<file path="src/rtl/bpk_pkg.sv">
package bpk_pkg;
  localparam int WORD_BYTES = 4;
  localparam int LANE_W     = $clog2(WORD_BYTES);
  localparam int WORD_W     = 8 * WORD_BYTES;
  localparam logic [7:0] PAD_BYTE = 8'hFF;

  typedef logic [LANE_W-1:0] lane_t;

  typedef enum logic [1:0] {
    PK_IDLE = 2'd0,
    PK_FILL = 2'd1,
    PK_EMIT = 2'd2
  } pk_state_e;

  // A word is closed by its top lane or by the final byte of the request.
  function automatic logic word_closes(lane_t lane, logic final_byte);
    return (lane == lane_t'(WORD_BYTES - 1)) || final_byte;
  endfunction

  // Data bytes that the words accepted so far carried, plus the current word.
  function automatic int unsigned add_bytes(int unsigned total, int unsigned in_word);
    return total + in_word;
  endfunction
endpackage

</file>
<file path="src/rtl/bpk_lane_buf.sv">
module bpk_lane_buf
  import bpk_pkg::*;
(
  input  logic              clk,
  input  logic              rst_n,
  input  logic              clear,
  input  logic              wr_en,
  input  lane_t             wr_lane,
  input  logic [7:0]        wr_byte,
  output logic [WORD_W-1:0] word
);
  for (genvar g = 0; g < WORD_BYTES; g++) begin : g_lane
    logic [7:0] lane_q;
    always_ff @(posedge clk or negedge rst_n) begin
      if (!rst_n)
        lane_q <= PAD_BYTE;
      else if (wr_en && wr_lane == lane_t'(g))
        lane_q <= wr_byte;
      else if (clear)
        lane_q <= PAD_BYTE;
    end
    assign word[8*g +: 8] = lane_q;
  end
endmodule

</file>
<file path="src/rtl/bpk_ctrl.sv">
module bpk_ctrl
  import bpk_pkg::*;
#(
  parameter int ADDR_W = 16,
  parameter int LEN_W  = 8
) (
  input  logic              clk,
  input  logic              rst_n,
  input  logic              start,
  input  logic [ADDR_W-1:0] start_addr,
  input  logic [LEN_W-1:0]  req_len,
  input  logic              in_valid,
  output logic              in_ready,
  output logic              out_valid,
  input  logic              out_ready,
  input  logic              prog_fail,
  output logic [ADDR_W-1:0] out_addr,
  output logic              done,
  output logic              done_fail,
  output logic [LEN_W-1:0]  byte_count,
  output logic              busy,
  output logic              buf_clear,
  output logic              buf_wr,
  output lane_t             buf_lane
);
  localparam int WB_W = LANE_W + 1;

  pk_state_e         state_q;
  logic [LEN_W-1:0]  remain_q, total_q, len_q, count_q;
  logic [WB_W-1:0]   wbytes_q;
  logic [ADDR_W-1:0] waddr_q;
  lane_t             lane_q;
  logic              done_q, fail_q;

  // Named events for the assertions and the buffer.
  logic take_start, take_byte, word_acc, word_bad, last_byte, closing;
  logic [LEN_W-1:0] total_next;

  assign take_start = (state_q == PK_IDLE) && start;
  assign take_byte  = (state_q == PK_FILL) && in_valid;
  assign word_acc   = (state_q == PK_EMIT) && out_ready;
  assign word_bad   = word_acc && prog_fail;
  assign last_byte  = (remain_q == LEN_W'(1));
  assign closing    = take_byte && word_closes(lane_q, last_byte);
  assign total_next = LEN_W'(add_bytes(int'(total_q), int'(wbytes_q)));

  assign in_ready   = (state_q == PK_FILL);
  assign out_valid  = (state_q == PK_EMIT);
  assign out_addr   = waddr_q;
  assign busy       = (state_q != PK_IDLE);
  assign done       = done_q;
  assign done_fail  = fail_q;
  assign byte_count = count_q;
  assign buf_clear  = take_start || word_acc;
  assign buf_wr     = take_byte;
  assign buf_lane   = lane_q;

  always_ff @(posedge clk or negedge rst_n) begin
    if (!rst_n) begin
      state_q  <= PK_IDLE;
      remain_q <= '0;
      total_q  <= '0;
      len_q    <= '0;
      count_q  <= '0;
      wbytes_q <= '0;
      waddr_q  <= '0;
      lane_q   <= '0;
      done_q   <= 1'b0;
      fail_q   <= 1'b0;
    end else begin
      done_q <= 1'b0;
      unique case (state_q)
        PK_IDLE: if (start) begin
          len_q    <= req_len;
          remain_q <= req_len;
          total_q  <= '0;
          wbytes_q <= '0;
          waddr_q  <= {start_addr[ADDR_W-1:LANE_W], {LANE_W{1'b0}}};
          lane_q   <= start_addr[LANE_W-1:0];
          if (req_len == '0) begin
            done_q  <= 1'b1;
            fail_q  <= 1'b0;
            count_q <= '0;
          end else begin
            state_q <= PK_FILL;
          end
        end
        PK_FILL: if (in_valid) begin
          remain_q <= remain_q - LEN_W'(1);
          wbytes_q <= wbytes_q + WB_W'(1);
          if (closing) state_q <= PK_EMIT;
          else         lane_q  <= lane_q + lane_t'(1);
        end
        PK_EMIT: if (out_ready) begin
          if (prog_fail) begin
            done_q  <= 1'b1;
            fail_q  <= 1'b1;
            count_q <= total_q;
            state_q <= PK_IDLE;
          end else if (remain_q == '0) begin
            done_q  <= 1'b1;
            fail_q  <= 1'b0;
            count_q <= total_next;
            state_q <= PK_IDLE;
          end else begin
            total_q  <= total_next;
            waddr_q  <= waddr_q + ADDR_W'(WORD_BYTES);
            lane_q   <= '0;
            wbytes_q <= '0;
            state_q  <= PK_FILL;
          end
        end
        default: state_q <= PK_IDLE;
      endcase
    end
  end

  AST_ADDR_ALIGNED: assert property (@(posedge clk) disable iff (!rst_n)
    out_valid |-> (out_addr[LANE_W-1:0] == '0));
  AST_OUT_HOLD: assert property (@(posedge clk) disable iff (!rst_n)
    (out_valid && !out_ready) |=> (out_valid && $stable(out_addr)));
  AST_NO_INPUT_WHILE_EMIT: assert property (@(posedge clk) disable iff (!rst_n)
    out_valid |-> !in_ready);
  AST_DONE_PULSE: assert property (@(posedge clk) disable iff (!rst_n)
    done |=> !done);
  AST_COUNT_BOUND: assert property (@(posedge clk) disable iff (!rst_n)
    done |-> (byte_count <= len_q));
  AST_FULL_COUNT: assert property (@(posedge clk) disable iff (!rst_n)
    (done && !done_fail) |-> (byte_count == len_q));
  AST_ZERO_LEN: assert property (@(posedge clk) disable iff (!rst_n)
    (take_start && req_len == '0) |=> (done && !done_fail && byte_count == '0 && !busy));
  AST_FAIL_STOP: assert property (@(posedge clk) disable iff (!rst_n)
    word_bad |=> (done && done_fail && !busy && !in_ready));
  AST_START_IGNORED: assert property (@(posedge clk) disable iff (!rst_n)
    (busy && start) |=> $stable(len_q));
endmodule

</file>
<file path="src/rtl/bpk_packer.sv">
module bpk_packer
  import bpk_pkg::*;
#(
  parameter int ADDR_W = 16,
  parameter int LEN_W  = 8
) (
  input  logic              clk,
  input  logic              rst_n,
  input  logic              start,
  input  logic [ADDR_W-1:0] start_addr,
  input  logic [LEN_W-1:0]  req_len,
  input  logic              in_valid,
  input  logic [7:0]        in_byte,
  output logic              in_ready,
  output logic              out_valid,
  input  logic              out_ready,
  input  logic              prog_fail,
  output logic [ADDR_W-1:0] out_addr,
  output logic [31:0]       out_word,
  output logic              done,
  output logic              done_fail,
  output logic [LEN_W-1:0]  byte_count,
  output logic              busy
);
  logic  buf_clear, buf_wr;
  lane_t buf_lane;
  logic [WORD_W-1:0] word;

  bpk_ctrl #(.ADDR_W(ADDR_W), .LEN_W(LEN_W)) u_ctrl (
    .clk        (clk),
    .rst_n      (rst_n),
    .start      (start),
    .start_addr (start_addr),
    .req_len    (req_len),
    .in_valid   (in_valid),
    .in_ready   (in_ready),
    .out_valid  (out_valid),
    .out_ready  (out_ready),
    .prog_fail  (prog_fail),
    .out_addr   (out_addr),
    .done       (done),
    .done_fail  (done_fail),
    .byte_count (byte_count),
    .busy       (busy),
    .buf_clear  (buf_clear),
    .buf_wr     (buf_wr),
    .buf_lane   (buf_lane)
  );

  bpk_lane_buf u_buf (
    .clk     (clk),
    .rst_n   (rst_n),
    .clear   (buf_clear),
    .wr_en   (buf_wr),
    .wr_lane (buf_lane),
    .wr_byte (in_byte),
    .word    (word)
  );

  assign out_word = word;

  AST_WORD_HOLD: assert property (@(posedge clk) disable iff (!rst_n)
    (out_valid && !out_ready) |=> $stable(out_word));
  AST_BYTE_ONLY_WHEN_READY: assert property (@(posedge clk) disable iff (!rst_n)
    buf_wr |-> in_ready);
endmodule

</file>
<file path="config.mk">
export PLATFORM = sky130hd
export DESIGN_NAME = bpk_packer
export DESIGN_NICKNAME = d
export VERILOG_FILES = /design/src/rtl/bpk_pkg.sv /design/src/rtl/bpk_lane_buf.sv /design/src/rtl/bpk_ctrl.sv /design/src/rtl/bpk_packer.sv
export SDC_FILE = /design/constraint.sdc
export NUM_CORES = 1
export LEC_CHECK = 0
export ABC_AREA = 1
export CAP_MARGIN = 20
export CORE_ASPECT_RATIO = 0.75
export CORE_MARGIN = 2
export CORE_UTILIZATION = 35
export CTS_CLUSTER_SIZE = 8
export DETAILED_ROUTE_END_ITERATION = 8
export PLACE_DENSITY = 0.56
export SLEW_MARGIN = 0
export SYNTH_ARGS = -nofsm -noshare
export SYNTH_HDL_FRONTEND = slang
export SYNTH_HIERARCHICAL = 1
export SYNTH_SLANG_ARGS = --single-unit
export TNS_END_PERCENT = 20
</file>
<file path="constraint.sdc">
create_clock -name clk -period 2.7 [get_ports clk]
set_input_delay 0.27 -clock clk [delete_from_list [all_inputs] [get_ports clk]]
set_output_delay 0.27 -clock clk [all_outputs]
set_load 0.05 [all_outputs]
</file>
## Yosys cells after proc, flatten, opt, wreduce, memory -nomap -nowiden

Index checks and enable logic that the tools add are counted.

- Eq/ne operators: 16
- $add $sub $neg: 5
- Reductions and logical operators: 28
- Multiplexer cells: 57

Operator list:

| kind | number |
|---|---|
| $mux W8 | 16 |
| $mux W16 | 4 |
| $pmux W8 S2 | 3 |
| $pmux W16 S2 | 1 |
| $mux W2 | 12 |
| $add A16 B3 Y16 const B | 1 |
| $logic_not A8 Y1 | 2 |
| $mux W3 | 5 |
| $reduce_and A5 Y1 | 3 |
| $ne A2 B2 Y1 const B | 7 |
| $reduce_bool A2 Y1 | 7 |
| $pmux W2 S3 | 2 |
| $mux W1 | 11 |
| $pmux W3 S3 | 1 |
| $add A8 B3 Y8 | 1 |
| $eq A8 B1 Y1 const B | 1 |
| $logic_and A1 B1 Y1 | 8 |
| $sub A8 B1 Y8 const B | 1 |
| $reduce_and A7 Y1 | 1 |
| $eq A2 B2 Y1 const B | 3 |
| $reduce_and A6 Y1 | 1 |
| $eq A2 B1 Y1 const B | 2 |
| $logic_not A2 Y1 | 2 |
| $ne A2 B1 Y1 const B | 2 |
| 7 further kinds | 9 |

- Flip-flop bits (word level): 81
- Output and inout port bits: 61
- Logic and storage cells: 119
- Input port bits: 38

## Logic depth before layout (Yosys ltp)

- Depth in word-level cells: 6
- Mapped depth: 11

## Cells and area by module

The synthesis kept the hierarchy.

By module, submodules not included:

| module | cells an instance | instances | area each (µm²) |
|---|---|---|---|
| bpk_ctrl | 464 | 1 | 3248.1 |
| bpk_lane_buf | 191 | 1 | 1641.6 |

## Least setup slack after synthesis

OpenSTA, ideal clock, no wires.

- Path kind: register -> register
- From: reg u_ctrl.state_q[0]
- To: reg u_buf.g_lane[0].lane_q[0]
- Path buffers: 3
- Period minus slack after synthesis: 2.312 ns
- Cell stages (with the launch flop): 11
- Path slack: 0.388 ns
- Arrival time: 2.236 ns
- Path through: dfrtp_1 > inv_1 > ha_1 > buf_6 > inv_2 > buf_1 > o21ai_0 > clkinv_2 > clkbuf_1 > nand3_1 > nand2_1

- Longest elaborated chain between the ends: 4

RTL lines:

| item | line | source |
|---|---|---|
| start: declaration | bpk_ctrl.sv:28 | `pk_state_e state_q;` |
| start signal: assignment | bpk_ctrl.sv:60 | `state_q <= PK_IDLE;` |
| start signal: assignment | bpk_ctrl.sv:85 | `state_q <= PK_FILL;` |
| start signal: assignment | bpk_ctrl.sv:91 | `if (closing) state_q <= PK_EMIT;` |
| $eq A2 B2 Y1 | n/a |  |
| net out_valid | bpk_packer.sv:15 | `output logic out_valid,` |
| $logic_and A1 B1 Y1 | bpk_ctrl.sv:41 | `assign word_acc = (state_q == PK_EMIT) && out_ready;` |
| $logic_or A1 B1 Y1 | bpk_ctrl.sv:54 | `assign buf_clear = take_start \|\| word_acc;` |
| net buf_clear | bpk_packer.sv:25 | `logic buf_clear, buf_wr;` |
| $reduce_bool A2 Y1 (no line) | n/a |  |
| end signal: assignment | bpk_lane_buf.sv:18 | `lane_q <= wr_byte;` |
| end: declaration | bpk_lane_buf.sv:13 | `logic [7:0] lane_q;` |

The timed path passes the listed nets, and every way through them passes these cells.
A chain may end at the register's enable or synchronous reset.

## Worst setup path after layout

- From: reg u_ctrl.state_q[0]
- To: out busy

- Longest elaborated chain between the ends: 1

RTL lines:

| item | line | source |
|---|---|---|
| $reduce_bool A2 Y1 | bpk_ctrl.sv:50 | `assign busy = (state_q != PK_IDLE);` |
| end: declaration | bpk_packer.sv:23 | `output logic busy` |

Every way passes these cells.

==> results list <==
- The number of global-route vias before repair was ~4300.
* WHS: between 300 and 400 ps
* Leading cell type in the layout, fill and taps excluded: sky130_fd_sc_hd__nand2_1
- TritonCTS clock tree: done
* # DRC: 0
- Overall fraction of global-route tracks in use: approximately 18%
- In this run the number of H-tree levels came out at 3.
- Net load switching power: 0.00440 W
- Library cell contributing the largest single delay on the critical path: sky130_fd_sc_hd__clkdlybuf4s50_1
- Largest net degree at the start of global routing: 80
- Measured against its own limit, the worst slew margin works out to 56.2%.
* Initial antenna violation count: 0
* Number of buffers created by CTS: 9
* Switching share of total power: roughly half
- Dividing the detail-routed wire length by the instance count gives between 10 and 15 µm.
- Signal arrival time at the worst endpoint: ~2100 ps
* Vias/cell: around 4.9
- Static leakage: 2.96 nW
* Hold/Removal Path Class: input port to async pin
- Post-synth design cell area: ~0.005 mm²
* Power Dens Cells: roughly 1400 mW/mm²
- The number of endpoints with negative hold slack in the final report was 0.
- Fill cells in the final layout number roughly 1400.
* Post-synthesis to final-layout area growth: 28.7%
- Antenna Nets Post-Route: 0
- Maximum clock frequency: 421 MHz
- Number of sinks driven by the clock tree: 79
- At the worst endpoint, the required time is about 2400 ps.
- After detailed placement, the design holds a cell count of 910.
* Largest area contributor in the synthesized netlist: sky130_fd_sc_hd__dfrtp_1
* Async SR Flop Fraction: between 90% and 100%
- On the worst path, the slowest cell contributes a delay of 810 ps.
* Minimum period implied by the final worst setup slack: about 2400 ps
- The number of setup buffers added after CTS is 0.
* Later-pin clock latency in the skew report: about 330 ps
- Clock-pin transition on the worst setup and hold timing paths: about 60 ps
* Global route total overflow: 0
* Sequential power share: 27.0%
- The worst-case IR drop observed on VDD is about 0.74 mV.
* Number of warnings printed during yosys synthesis: 6
* Final max-slew violation count: 0
* Number of cells on the critical path: 4
- Synthesis inferred 79 register bits.
- The multi-input combinational cells in the finished layout cover a total of 0.00248 mm².
- For the worst flop-to-flop path, the logic depth is 8.
- In this run, the combinational gates consume 58.3% of the power.
* # IOs: 99
- In the synthesized netlist, the number of instances is roughly 660.
- Summed over all layers, the routed wires come to about 13 mm.
- Largest fanout on the critical path: 7
- Count of placed standard cells in the final layout, fillers left out: 928
- Max-cap violations in this run came to 0.
- The tree is rooted in a sky130_fd_sc_hd__clkbuf_16.
- Least-Margin Pin Slew: about 650 ps
- Setup clock skew after layout: about 5.4 ps
- Dpl hpwl: around 9 mm
- The number of hold buffers added after CTS was 0.
* Core footprint: 0.0137 mm²
- Dividing the synthesized area by the synthesized cell count gives between 7 and 8 µm².
- In this run, the number of DRC markers left after iteration 0 of detailed routing was between 200 and 250.
- At the end of routability-driven placement, the weighted congestion stood at around 0.84.
- Result of the run: completed
* Final period utilization: 87.9%
- Critical Path Start Type: flop
- The netlist uses 43 different library cells.
* Total iterations of the first detailed-routing run: 4
- Global-route wire length before repair: 21.2 mm
* Initial Util: a little over a third
- The initialized floorplan defines 37 standard-cell rows.
- Endpoint kind of the worst setup timing path: output pin
* Unrepaired setup endpoints after global routing: false
* CP cell instances: inv_1 -> ha_1 -> inv_2 -> clkdlybuf4s50_1
- From left edge to right edge, the die measures between 100 and 150 µm.
- Type of the setup path with the least slack: flop to output pin
* Sequential cell area fraction in the yosys report: between 40% and 50%
- The clock passes through at most 2 buffers.
- The die covers 0.0149 mm².
* Final-layout setup total negative slack: 0 ps
- Cell internal power was estimated by the tool at approximately 0.0043 W.
* Layout net count: 800
* Number of diodes added for antenna fixing: 0
- The floorplan step set the die height to about 110 µm.
- The number of buffers and inverters on the critical path is 3.
* Dominant synthesized flop cell: sky130_fd_sc_hd__dfrtp_1
- The synthesized design contains 0 enable-type register cells.
- After clock tree synthesis, the repair step resized 0 gates.
- Leaving out fill and tap cells, the most frequent cells in the layout are sky130_fd_sc_hd__nand2_1, sky130_fd_sc_hd__clkdlybuf4s50_1, sky130_fd_sc_hd__nand3_1.
* PortBufs: between 90 and 100
- The clock network accounts for roughly 15% of the total power.
- Top cell type's share of synthesized area: between 20% and 30%
* Finish-stage setup viols: 0
- Main area contributors after synthesis: sky130_fd_sc_hd__dfrtp_1, sky130_fd_sc_hd__nand2_1, sky130_fd_sc_hd__dfstp_2
- The final route contains roughly 4500 vias.
- Summing all flip-flop and latch instances after layout gives ~0.002 mm².
* Layout cell share with drive strength beyond 1: between 10% and 20%
- In this design, the largest share of critical-path delay is due to buffers and inverters.
==> power groups by stage <==
stage                     registers (W)  logic, W  clock network (W)
final                           0.00234   0.00506            0.00128
after global routing            0.00243   0.00552            0.00137
after CTS                       0.00235   0.00507            0.00133
after detailed placement        0.00235   0.00505                  0
after global placement          0.00235   0.00500                  0
after floorplan                 0.00368   0.00242                  0
==> stage by stage <==
step / worst slack (ps) / power [W] / util (%) / area [µm²]
after floorplan: 388 / 0.00610 / - / 4890
after global placement: 489 / 0.00735 / 43.3 / 5940
after detailed placement: 423 / 0.00740 / 43.3 / 5940
after CTS: 322 / 0.00875 / 45.7 / 6260
after global routing: 212 / 0.00932 / 45.9 / 6290
final: 326 / 0.00867 / 45.9 / 6290
==> cells in the mapped netlist (3+ instances only) <==
cell type,count
sky130_fd_sc_hd__nand3_1,81
sky130_fd_sc_hd__nand2_1,243
sky130_fd_sc_hd__dfrtp_1,47
sky130_fd_sc_hd__buf_6,7
sky130_fd_sc_hd__nor2_2,9
sky130_fd_sc_hd__o21ai_0,26
sky130_fd_sc_hd__o21ai_2,10
sky130_fd_sc_hd__nand2_2,5
sky130_fd_sc_hd__nor3_1,3
sky130_fd_sc_hd__buf_4,5
sky130_fd_sc_hd__clkbuf_1,6
sky130_fd_sc_hd__dfstp_2,32
sky130_fd_sc_hd__inv_1,50
sky130_fd_sc_hd__o22ai_1,3
sky130_fd_sc_hd__nand3_4,4
sky130_fd_sc_hd__inv_2,4
sky130_fd_sc_hd__ha_1,13
sky130_fd_sc_hd__nor2_1,38
sky130_fd_sc_hd__a21oi_1,13
sky130_fd_sc_hd__nand2_4,4
sky130_fd_sc_hd__nand4_1,21
==> worst reg2reg max path, stage by stage, from the launching register on <==
cell                       delay (ps)
sky130_fd_sc_hd__dfrtp_1          430
sky130_fd_sc_hd__inv_1            100
sky130_fd_sc_hd__ha_1             250
sky130_fd_sc_hd__inv_2             50
sky130_fd_sc_hd__o21ai_0          280
sky130_fd_sc_hd__clkinv_2         530
sky130_fd_sc_hd__nand2_2          370
sky130_fd_sc_hd__nand2_1          100
sky130_fd_sc_hd__nand2_1           70
==> routing by layer <==
metal	wire length (µm)	global-route usage, %
met1	6460	24.9
met2	5620	26.9
met3	524	3.74
met4	174	5.14
met5	0	0
==> area by class of cell <==
| class | instances | share of cell area [%] |
|---|---|---|
| multi-input combinational | 498 | 39.5 |
| clock buffer | 13 | 4.81 |
| tap | 175 | 3.48 |
| sequential | 79 | 32.0 |
| inverter | 56 | 3.40 |
| timing repair buffer | 104 | 16.5 |
| clock inverter | 3 | 0.278 |
==> kinds of logic (layout without fill, tap and decap cells) <==
group | after synthesis | in the layout | share of synthesized area, %
fa+ha+maj | 14 | 14 | 3.74
flops | 79 | 79 | 41.2
compound gates | 64 | 64 | 8.21
buf+inv | 79 | 176 | 8.01
xor+xnor | 2 | 2 | 0.358
simple gates | 416 | 416 | 38.4
other cells | 1 | 2 | 0.0767
==> registers in the layout, indices dropped and copies added (netlist names) <==
signal	cells
u_buf/g_lane.lane_q	32
u_ctrl/buf_lane	2
u_ctrl/byte_count	8
u_ctrl/done	1
u_ctrl/done_fail	1
u_ctrl/out_addr	14
u_ctrl/remain_q	8
u_ctrl/state_q	2
u_ctrl/total_q	8
u_ctrl/wbytes_q	3
==> final timing paths <==
kind	from	end	slack [ps]
min in group clk	u_ctrl/byte_count[0]$_DFFE_PN0P_	u_ctrl/byte_count[0]$_DFFE_PN0P_	480
min	rst_n	u_ctrl/byte_count[6]$_DFFE_PN0P_	370
max in group asynchronous	rst_n	u_buf/g_lane[0].lane_q[4]$_DFFE_PN1P_	1680
max	u_ctrl/state_q[0]$_DFFE_PN0P_	busy	330
max reg2reg	u_ctrl/state_q[0]$_DFFE_PN0P_	u_buf/g_lane[0].lane_q[1]$_DFFE_PN1P_	460
min reg2reg	u_ctrl/byte_count[0]$_DFFE_PN0P_	u_ctrl/byte_count[0]$_DFFE_PN0P_	480
Note: power is estimated with default switching activity, not from simulation.
